`config.mk`:
```
export PLATFORM = sky130hd
export DESIGN_NAME = debruijn_seq
export DESIGN_NICKNAME = d
export VERILOG_FILES = /design/src/rtl/dbs_pkg.sv /design/src/rtl/dbs_op_decode.sv /design/src/rtl/dbs_tap_parity.sv /design/src/rtl/dbs_zero_nor.sv /design/src/rtl/debruijn_seq.sv
export SDC_FILE = /design/constraint.sdc
export NUM_CORES = 1
export LEC_CHECK = 0
export BUFFER_PORTS_ARGS = -buffer_cell sky130_fd_sc_hd__clkbuf_2
export CORE_AREA = 10 10 47 49
export DETAILED_ROUTE_END_ITERATION = 10
export DIE_AREA = 0 0 57 59
export PLACE_DENSITY = 0.7
export SLEW_MARGIN = 10
export SYNTH_ARGS = -nofsm -noshare
export SYNTH_HDL_FRONTEND = slang
export SYNTH_SLANG_ARGS = --single-unit
export TNS_END_PERCENT = 50
```
`constraint.sdc`:
```
create_clock -name clk_i -period 3.74 [get_ports clk_i]
set_clock_uncertainty 0.2 [all_clocks]
set_input_delay 0.374 -clock clk_i [delete_from_list [all_inputs] [get_ports clk_i]]
set_output_delay 0.374 -clock clk_i [all_outputs]
set_load 0.05 [all_outputs]
```
`src/rtl/dbs_pkg.sv`:
```
package dbs_pkg;

    localparam int unsigned DBS_DEF_W = 8;
    // x^8 + x^6 + x^5 + x^4 + 1 as a stage mask (bits 7,5,4,3)
    localparam logic [7:0] DBS_DEF_TAPS = 8'hB8;
    localparam logic [7:0] DBS_DEF_SEED = 8'h01;

    typedef enum logic [1:0] {
        OP_HOLD  = 2'd0,
        OP_STEP  = 2'd1,
        OP_LOAD  = 2'd2,
        OP_RESET = 2'd3
    } dbs_op_e;

endpackage

```
`src/rtl/dbs_op_decode.sv`:
```
module dbs_op_decode
    import dbs_pkg::*;
(
    input  logic    rst_i,
    input  logic    load_i,
    input  logic    en_i,
    output dbs_op_e op_o
);

    // priority: reset, then load, then step
    always_comb begin
        if (rst_i) begin
            op_o = OP_RESET;
        end else if (load_i) begin
            op_o = OP_LOAD;
        end else if (en_i) begin
            op_o = OP_STEP;
        end else begin
            op_o = OP_HOLD;
        end
    end

endmodule

```
`src/rtl/dbs_tap_parity.sv`:
```
module dbs_tap_parity #(
    parameter int unsigned W    = 8,
    parameter logic [W-1:0] TAPS = 8'hB8
) (
    input  logic [W-1:0] state_i,
    output logic         par_o
);

    logic [W-1:0] chain;

    // ripple the parity across the selected stages; synthesis balances it
    for (genvar g = 0; g < W; g++) begin : g_tap
        if (g == 0) begin : g_first
            assign chain[g] = TAPS[g] & state_i[g];
        end else begin : g_rest
            assign chain[g] = chain[g-1] ^ (TAPS[g] & state_i[g]);
        end
    end

    assign par_o = chain[W-1];

endmodule

```
`src/rtl/dbs_zero_nor.sv`:
```
module dbs_zero_nor #(
    parameter int unsigned W = 8
) (
    input  logic [W-1:0] state_i,
    output logic         nor_o
);

    localparam int unsigned LOW_W = W - 1;

    logic [LOW_W-1:0] low_bits;

    // all stages except the outgoing top one
    assign low_bits = state_i[LOW_W-1:0];
    assign nor_o    = ~(|low_bits);

endmodule

```
`src/rtl/debruijn_seq.sv`:
```
module debruijn_seq
    import dbs_pkg::*;
#(
    parameter int unsigned  W    = DBS_DEF_W,
    parameter logic [W-1:0] TAPS = DBS_DEF_TAPS,
    parameter logic [W-1:0] SEED = DBS_DEF_SEED
) (
    input  logic         clk_i,
    input  logic         rst_i,
    input  logic         en_i,
    input  logic         load_i,
    input  logic [W-1:0] seed_i,
    output logic [W-1:0] state_o,
    output logic         ser_o
);

    localparam int unsigned MSB = W - 1;

    typedef struct packed {
        logic [W-1:0] sr;
    } dbs_regs_t;

    dbs_regs_t regs_d;
    dbs_regs_t regs_q;
    dbs_op_e   op;
    logic      tap_par;
    logic      zero_fix;
    logic      fb_bit;

    dbs_op_decode u_dec (
        .rst_i  (rst_i),
        .load_i (load_i),
        .en_i   (en_i),
        .op_o   (op)
    );

    dbs_tap_parity #(
        .W    (W),
        .TAPS (TAPS)
    ) u_par (
        .state_i (regs_q.sr),
        .par_o   (tap_par)
    );

    dbs_zero_nor #(
        .W (W)
    ) u_nor (
        .state_i (regs_q.sr),
        .nor_o   (zero_fix)
    );

    // one wide NOR feeding the same XOR as the taps
    assign fb_bit = tap_par ^ zero_fix;

    always_comb begin
        regs_d = regs_q;
        unique case (op)
            OP_RESET: regs_d.sr = SEED;
            OP_LOAD:  regs_d.sr = seed_i;
            OP_STEP:  regs_d.sr = {regs_q.sr[MSB-1:0], fb_bit};
            default:  regs_d.sr = regs_q.sr;
        endcase
    end

    always_ff @(posedge clk_i) begin
        regs_q <= regs_d;
    end

    assign state_o = regs_q.sr;
    assign ser_o   = regs_q.sr[MSB];

endmodule

```
==> results of run 1 <==
==> area by class of cell <==
class                           count  area share, %
Clock buffer                        3          3.814
Inverter                            4          2.542
Multi-Input combinational cell     26          32.63
Sequential cell                     8          40.68
Tap cell                           16          3.390
Timing Repair Buffer               20          16.95
==> layout by cell type, fill, tap and decap left out, drive strengths merged <==
cell and instances:
inv 4, a21oi 1, ha 3, nor2 7
xnor2 4, or2 1, clkbuf 23, edfxtp 8
nor4 1, a22oi 7, a221o 1, or4 1
==> layer usage <==
| layer | vias up | GRT usage, % | routed length (um) |
|---|---|---|---|
| met5 | - | 0 | 0 |
| met1 | 157 | 6.311 | 501 |
| met2 | 18 | 10.39 | 489 |
| met4 | 0 | 3.020 | 18 |
| li1 | 189 | - | - |
| met3 | 4 | 3.433 | 115 |
==> kinds of logic after synthesis <==
family / count (synthesis) / synth area share [%]
buffers and inverters: 8 / 7.975
and+or+nand+nor: 10 / 11.17
xor gates and xnor gates: 4 / 7.446
adders and majority gates: 3 / 7.980
AOI/OAI and AO/OA: 9 / 14.36
DFF: 8 / 51.06
==> power by group <==
| group | switching, mW | internal (mW) | total, mW |
|---|---|---|---|
| sequential | 0.00780 | 0.108 | 0.115 |
| clock | 0.0298 | 0.0368 | 0.0666 |
| combinational | 0.0504 | 0.0248 | 0.0751 |
| total | 0.0880 | 0.169 | 0.257 |
==> worst max path at each step <==
stage / startpoint / endpoint / slack (ns)
global route: state_o[5] / state_o[0] / 1.64
finish: state_o[5] / state_o[0] / 1.74
CTS: state_o[5] / state_o[0] / 1.72
detailed placement: state_o[5] / state_o[0] / 1.73
floorplan: state_o[5] / state_o[0] / 1.54
global placement: state_o[5] / state_o[0] / 1.78
==> synth_stat cells <==
master | n | area (um2)
or2_2 | 1 | 6.260
xnor2_1 | 4 | 35.03
inv_1 | 4 | 15.01
a221o_1 | 1 | 10.01
nor4_2 | 1 | 12.51
buf_4 | 2 | 15.01
buf_1 | 1 | 3.750
or4_1 | 1 | 7.510
clkbuf_1 | 1 | 3.750
a22oi_1 | 7 | 52.55
ha_1 | 3 | 37.54
edfxtp_1 | 8 | 240.2
nor2_1 | 7 | 26.28
a21oi_1 | 1 | 5.000
==> results by group, run 1 <==
Setup path
  – Worst R2R Path Depth: 4
  – Buf/Inv on CP: 0
  – Arrival @ worst endpoint: 1.80 ns
  – CP max stage delay: approximately 0.56 ns
  – Setup crit start kind: register
  – Cell chain of the critical path: or4_1 -> nor4_2 -> xnor2_1 -> a221o_1
  – Critical path depth in cells: 4
  – Crit Path Category: register to register
  – Largest delay share family, worst path: simple AND/OR/NAND/NOR gates
  – Crit Reg-Reg Startpoint: state_o[5]
  – Crit-path max FO: 4
  – Crit-path slowest cell: or4_1
  – Flop2flop setup slack: 1.74 ns
  – Crit end category: register
  – CP required: 3.54 ns
  – Reg2reg end: state_o[0]

Routing
  – Vias: 368
  – Vias per cell: ~4.8
  – DR pass1 iterations: 4
  – Post-Route WL: 1124 um
  – Average wire per standard cell: 14.60 um
  – # DRC: 0
  – 1st-iter DRT viols: 6
  – Final ANT Viol Nets: 0

Finish
  – Antenna diodes: 0
  – Area growth syn-to-layout: 25.53%
  – Multi-input gate area: between 150 and 200 um2
  – Post-layout instance area: 590.6 um2
  – Fin cells: 77
  – Final net count: 78
  – Layout cells sized above 1: 40.98%
  – Max reg flops: 8
  – Final core occ: 42.14%
  – Filler cells: 150
  – Register area: 240.2 um2

Placement
  – Post-Place Setup Slack: 1.730 ns
  – Post-placement cell count: 74
  – Gpl congestion: 0.7039
  – Cell Area, Placed: 568.0 um2
  – Detailed placement HPWL: 923.4 um
  – PortBufs: 20

Global routing
  – Largest net degree at the start of global routing: 9
  – First-pass GRT wire length: 1697 um
  – GRT Util Overall: 6.272%
  – Vias in the first global route: 397
  – Grt total ovfl: 0
  – Initial antenna violation count: 0

Timing
  – Final min period: 2.000 ns
  – Min Hold Slack: about 0.23 ns
  – Slew @ Worst Pin: 0.3277 ns
  – Setup TNS: 0 ns
  – Post-route setup slack: 1.740 ns
  – Maximum clock rate: 500.0 MHz
  – Slew headroom: 78.13%
  – Unrepaired setup endpoints after global routing: false
  – Period utilization: ~53%
  – Final Setup Violations: 0
  – Final hold vios: 0
  – Final Max Slew Viols: 0

Logic synthesis
  – Yosys reg bits: 8
  – Syn_nets: 57
  – Mean post-synth cell area: 11.20 um2
  – Cells after Synth: 42
  – Seq/Total Area, Yosys: about 51%
  – Synth unique cells: 14
  – YS warnings: 0
  – Mapped Area: 470.5 um2

Clock network
  – Clk buf depth: 2
  – Root buffer cell: clkbuf_4
  – TritonCTS Buffers: 3
  – Post_cts resized: 0
  – # hold bufs at CTS: 0
  – Clock Pin Slew Worst Setup and Hold Paths: 0.06 ns
  – Post-CTS Setup Bufs: 0
  – H-tree levels: 1
  – CTS tree: built
  – Clk sinks: 8
  – Insertion delay to the later sink of the worst-skew pair: 0.25 ns

Job
  – Total of max-cap violations: 0

Die
  – Core footprint: 0.001401 mm2
  – # rows: 14
  – Width of the die: 57 um
  – Initial Util: 33.57%
  – I/O Pins: 21
  – Die Height: 59 um
  – Die area: around 0.0034 mm2

Power and ir drop
  – LEAKAGE: 0.2771 nW
  – Pwr Density: 435.5 mW/mm2
  – Max IR drop VDD: 0.1730 mV
  – Total power: 0.2572 mW

Worst hold path
  – Hold Crit Class: input port to register
  – Hold path depth: 2
  – WHS Endpoint: state_o[0]
  – HP Start: seed_i[0]

Outcome
  – Status: complete, no violations
Power figures use the tool's default switching activity.
==> run 2: changes to the inputs <==
==> constraint.sdc (replaced) <==
create_clock -name clk_i -period 1.9 [get_ports clk_i]
set_clock_uncertainty 0.2 [all_clocks]
set_input_delay 0.19 -clock clk_i [delete_from_list [all_inputs] [get_ports clk_i]]
set_output_delay 0.19 -clock clk_i [all_outputs]
set_load 0.05 [all_outputs]
==> results by group, run 2 (synthesized netlist as in run 1, its figures left out) <==
Routing
  – 1st-iter DRT viols: 26 (+20)
  – Final ANT Viol Nets: 0 (unchanged)
  – Vias: 406 (+10%)
  – Vias per cell: 4.951 (+3.6%)
  – Post-Route WL: 1189 um (+5.8%)
  – DR pass1 iterations: 4 (unchanged)
  – Average wire per standard cell: 14.50 um (-0.67%)
  – # DRC: 0 (unchanged)

Setup path
  – Crit Path Category: register to register
  – CP required: 1.71 ns (-1.83 ns)
  – Crit-path max FO: 2 (-2)
  – Setup crit start kind: register
  – Crit path to: state_o[0]
  – Crit end category: register
  – Reg2reg end: state_o[0]
  – Crit Reg-Reg Startpoint: state_o[6]
  – Worst R2R Path Depth: 4 (unchanged)
  – Worst Setup SP: state_o[6]
  – Arrival @ worst endpoint: 1.75 ns (-0.05 ns)
  – Flop2flop setup slack: -0.05 ns (-1.79 ns)

Finish
  – Leading cell type in the layout, fill and taps excluded: clkbuf_2
  – Final net count: 83 (+6.4%)
  – Max reg flops: 8 (unchanged)
  – Area growth syn-to-layout: 36.17%
  – Most frequent cells in the layout: clkbuf_2 (20), edfxtp_1 (8), a22oi_1 (7), nor2_1 (7), buf_4 (5)
  – Layout cells sized above 1: 46.97% (+6.0 points)
  – Antenna diodes: 0 (unchanged)
  – Post-layout instance area: 640.6 um2 (+8.5%)
  – Final core occ: 45.71% (+3.6 points)

Worst hold path
  – Hold Crit Class: input port to register
  – HP Start: seed_i[6]

Power and ir drop
  – Sw Pwr: 0.1829 mW (+110%)
  – Max IR drop VDD: 0.3963 mV (+130%)
  – Net Sw Frac: 34.42% (+0.20 points)
  – Combinational power share: 32.2% (+3.0 points)
  – Power share of the sequential group: 42.8% (-2.1 points)
  – Power Internal: 0.3484 mW (+110%)
  – LEAKAGE: 0.3042 nW (+9.8%)
  – Pwr Density: 829.3 mW/mm2 (+90%)
  – Power share of the clock group: 25.0% (-0.9 points)

Timing
  – Final hold vios: 0 (unchanged)
  – Final min period: 1.946 ns (-0.05427 ns)
  – Unrepaired setup endpoints after global routing: true
  – Min Hold Slack: 0.05154 ns (-0.1742 ns)
  – Slew headroom: 80.05% (+1.9 points)
  – Final Max Slew Viols: 0 (unchanged)
  – Post-route setup slack: -0.04570 ns (-1.786 ns)
  – Setup TNS: -0.04570 ns (-0.04570 ns)
  – Maximum clock rate: 514.0 MHz (+2.8%)
  – Period utilization: 102.4% (+49 points)
  – Slew @ Worst Pin: 0.2989 ns (-0.02875 ns)
  – Final Setup Violations: 1 (+1)

Global routing
  – Grt total ovfl: 0 (unchanged)
  – Largest net degree at the start of global routing: 9 (unchanged)
  – Initial antenna violation count: 0 (unchanged)
  – First-pass GRT wire length: 2042 um (+20%)
  – Vias in the first global route: 473 (+19%)
  – GRT Util Overall: 7.498% (+1.2 points)

Die
  – Die area: 0.003363 mm2 (unchanged)
  – # rows: 14 (unchanged)
  – Initial Util: 33.57% (unchanged)
  – I/O Pins: 21 (unchanged)
  – Die Height: 59 um (unchanged)
  – Core footprint: 0.001401 mm2 (unchanged)
  – Width of the die: 57 um (unchanged)

Clock network
  – Clk sinks: 8 (unchanged)
  – Insertion delay to the later sink of the worst-skew pair: 0.26 ns (about the same)
  – # hold bufs at CTS: 0 (unchanged)
  – TritonCTS Buffers: 3 (unchanged)
  – Clock Pin Slew Worst Setup and Hold Paths: 0.06 ns (about the same)
  – CTS tree: built
  – H-tree levels: 1 (unchanged)
  – Root buffer cell: clkbuf_4
  – Clk buf depth: 2 (unchanged)

Placement
  – Cell Area, Placed: 605.6 um2 (+6.6%)
  – Detailed placement HPWL: 947.2 um (+2.6%)
  – PortBufs: 20 (unchanged)
  – Gpl congestion: 0.7995 (+14%)
  – Post-Place Setup Slack: -0.03624 ns (-1.766 ns)

Outcome
  – Failing checks: setup timing
  – Status: complete, but fails checks

Job
  – Total of max-cap violations: 0 (unchanged)
==> run 2: cell count changes in the layout (fill, tap and decap cells not counted) <==
cell,previous run,this run
nor4_2,1,0
or4_1,1,0
nor4_4,0,1
buf_4,0,5
or4_4,0,1
==> run 2: metrics by stage <==
stage,power [mW],cells
after global routing,0.5565,82
after global placement,0.3907,79
after CTS,0.5351,82
final,0.5313,82
after floorplan,0.3424,42
after detailed placement,0.3925,79
==> run 2: area by class of cell <==
type | count | area (um2)
flip-flops and latches | 8 | 240.2
repair buffers | 25 | 137.6
well taps | 16 | 20.02
multi-input cells | 26 | 205.2
inverters | 4 | 15.01
clock buffers | 3 | 22.52
fillers | 147 | 760.7
==> run 2: worst min-delay path by stage <==
| stage | slack (ns) | end | cells after the start |
|---|---|---|---|
| 2_1_floorplan | 0.21 | state_o[0] | 1 |
| 3_3_place_gp | 0.30 | state_o[0] | 2 |
| 3_5_place_dp | 0.31 | state_o[3] | 3 |
| 4_1_cts | 0.05 | state_o[6] | 3 |
| 5_1_grt | 0.05 | state_o[0] | 2 |
| 6_report | 0.05 | state_o[6] | 3 |
==> run 2: what timing repair did <==
| item | CTS | global route |
|---|---|---|
| buffers inserted | 0 | 0 |
| gates resized for setup | 2 | 0 |
| setup endpoints to repair | 1 | 1 |
==> run 2: layer usage <==
layer,vias up,global-route usage (%),routed length [um]
met5,-,0,0
met4,0,5.034,0
met3,0,2.790,99
met2,20,11.16,514
met1,188,8.759,575
li1,198,-,-
==> run 2: worst max-delay path: stages (launching register included) <==
cell and delay (ns):
edfxtp_1 0.39, or4_4 0.56, nor4_4 0.15, xnor2_1 0.10, a221o_1 0.30
==> run 2: power groups by stage <==
stage / Sequential, mW / Combinational, mW / Clock (mW)
6_report: 0.227 / 0.171 / 0.133
5_1_grt: 0.229 / 0.184 / 0.144
4_1_cts: 0.228 / 0.172 / 0.135
3_5_place_dp: 0.228 / 0.164 / 0
3_3_place_gp: 0.228 / 0.163 / 0
2_1_floorplan: 0.279 / 0.0633 / 0
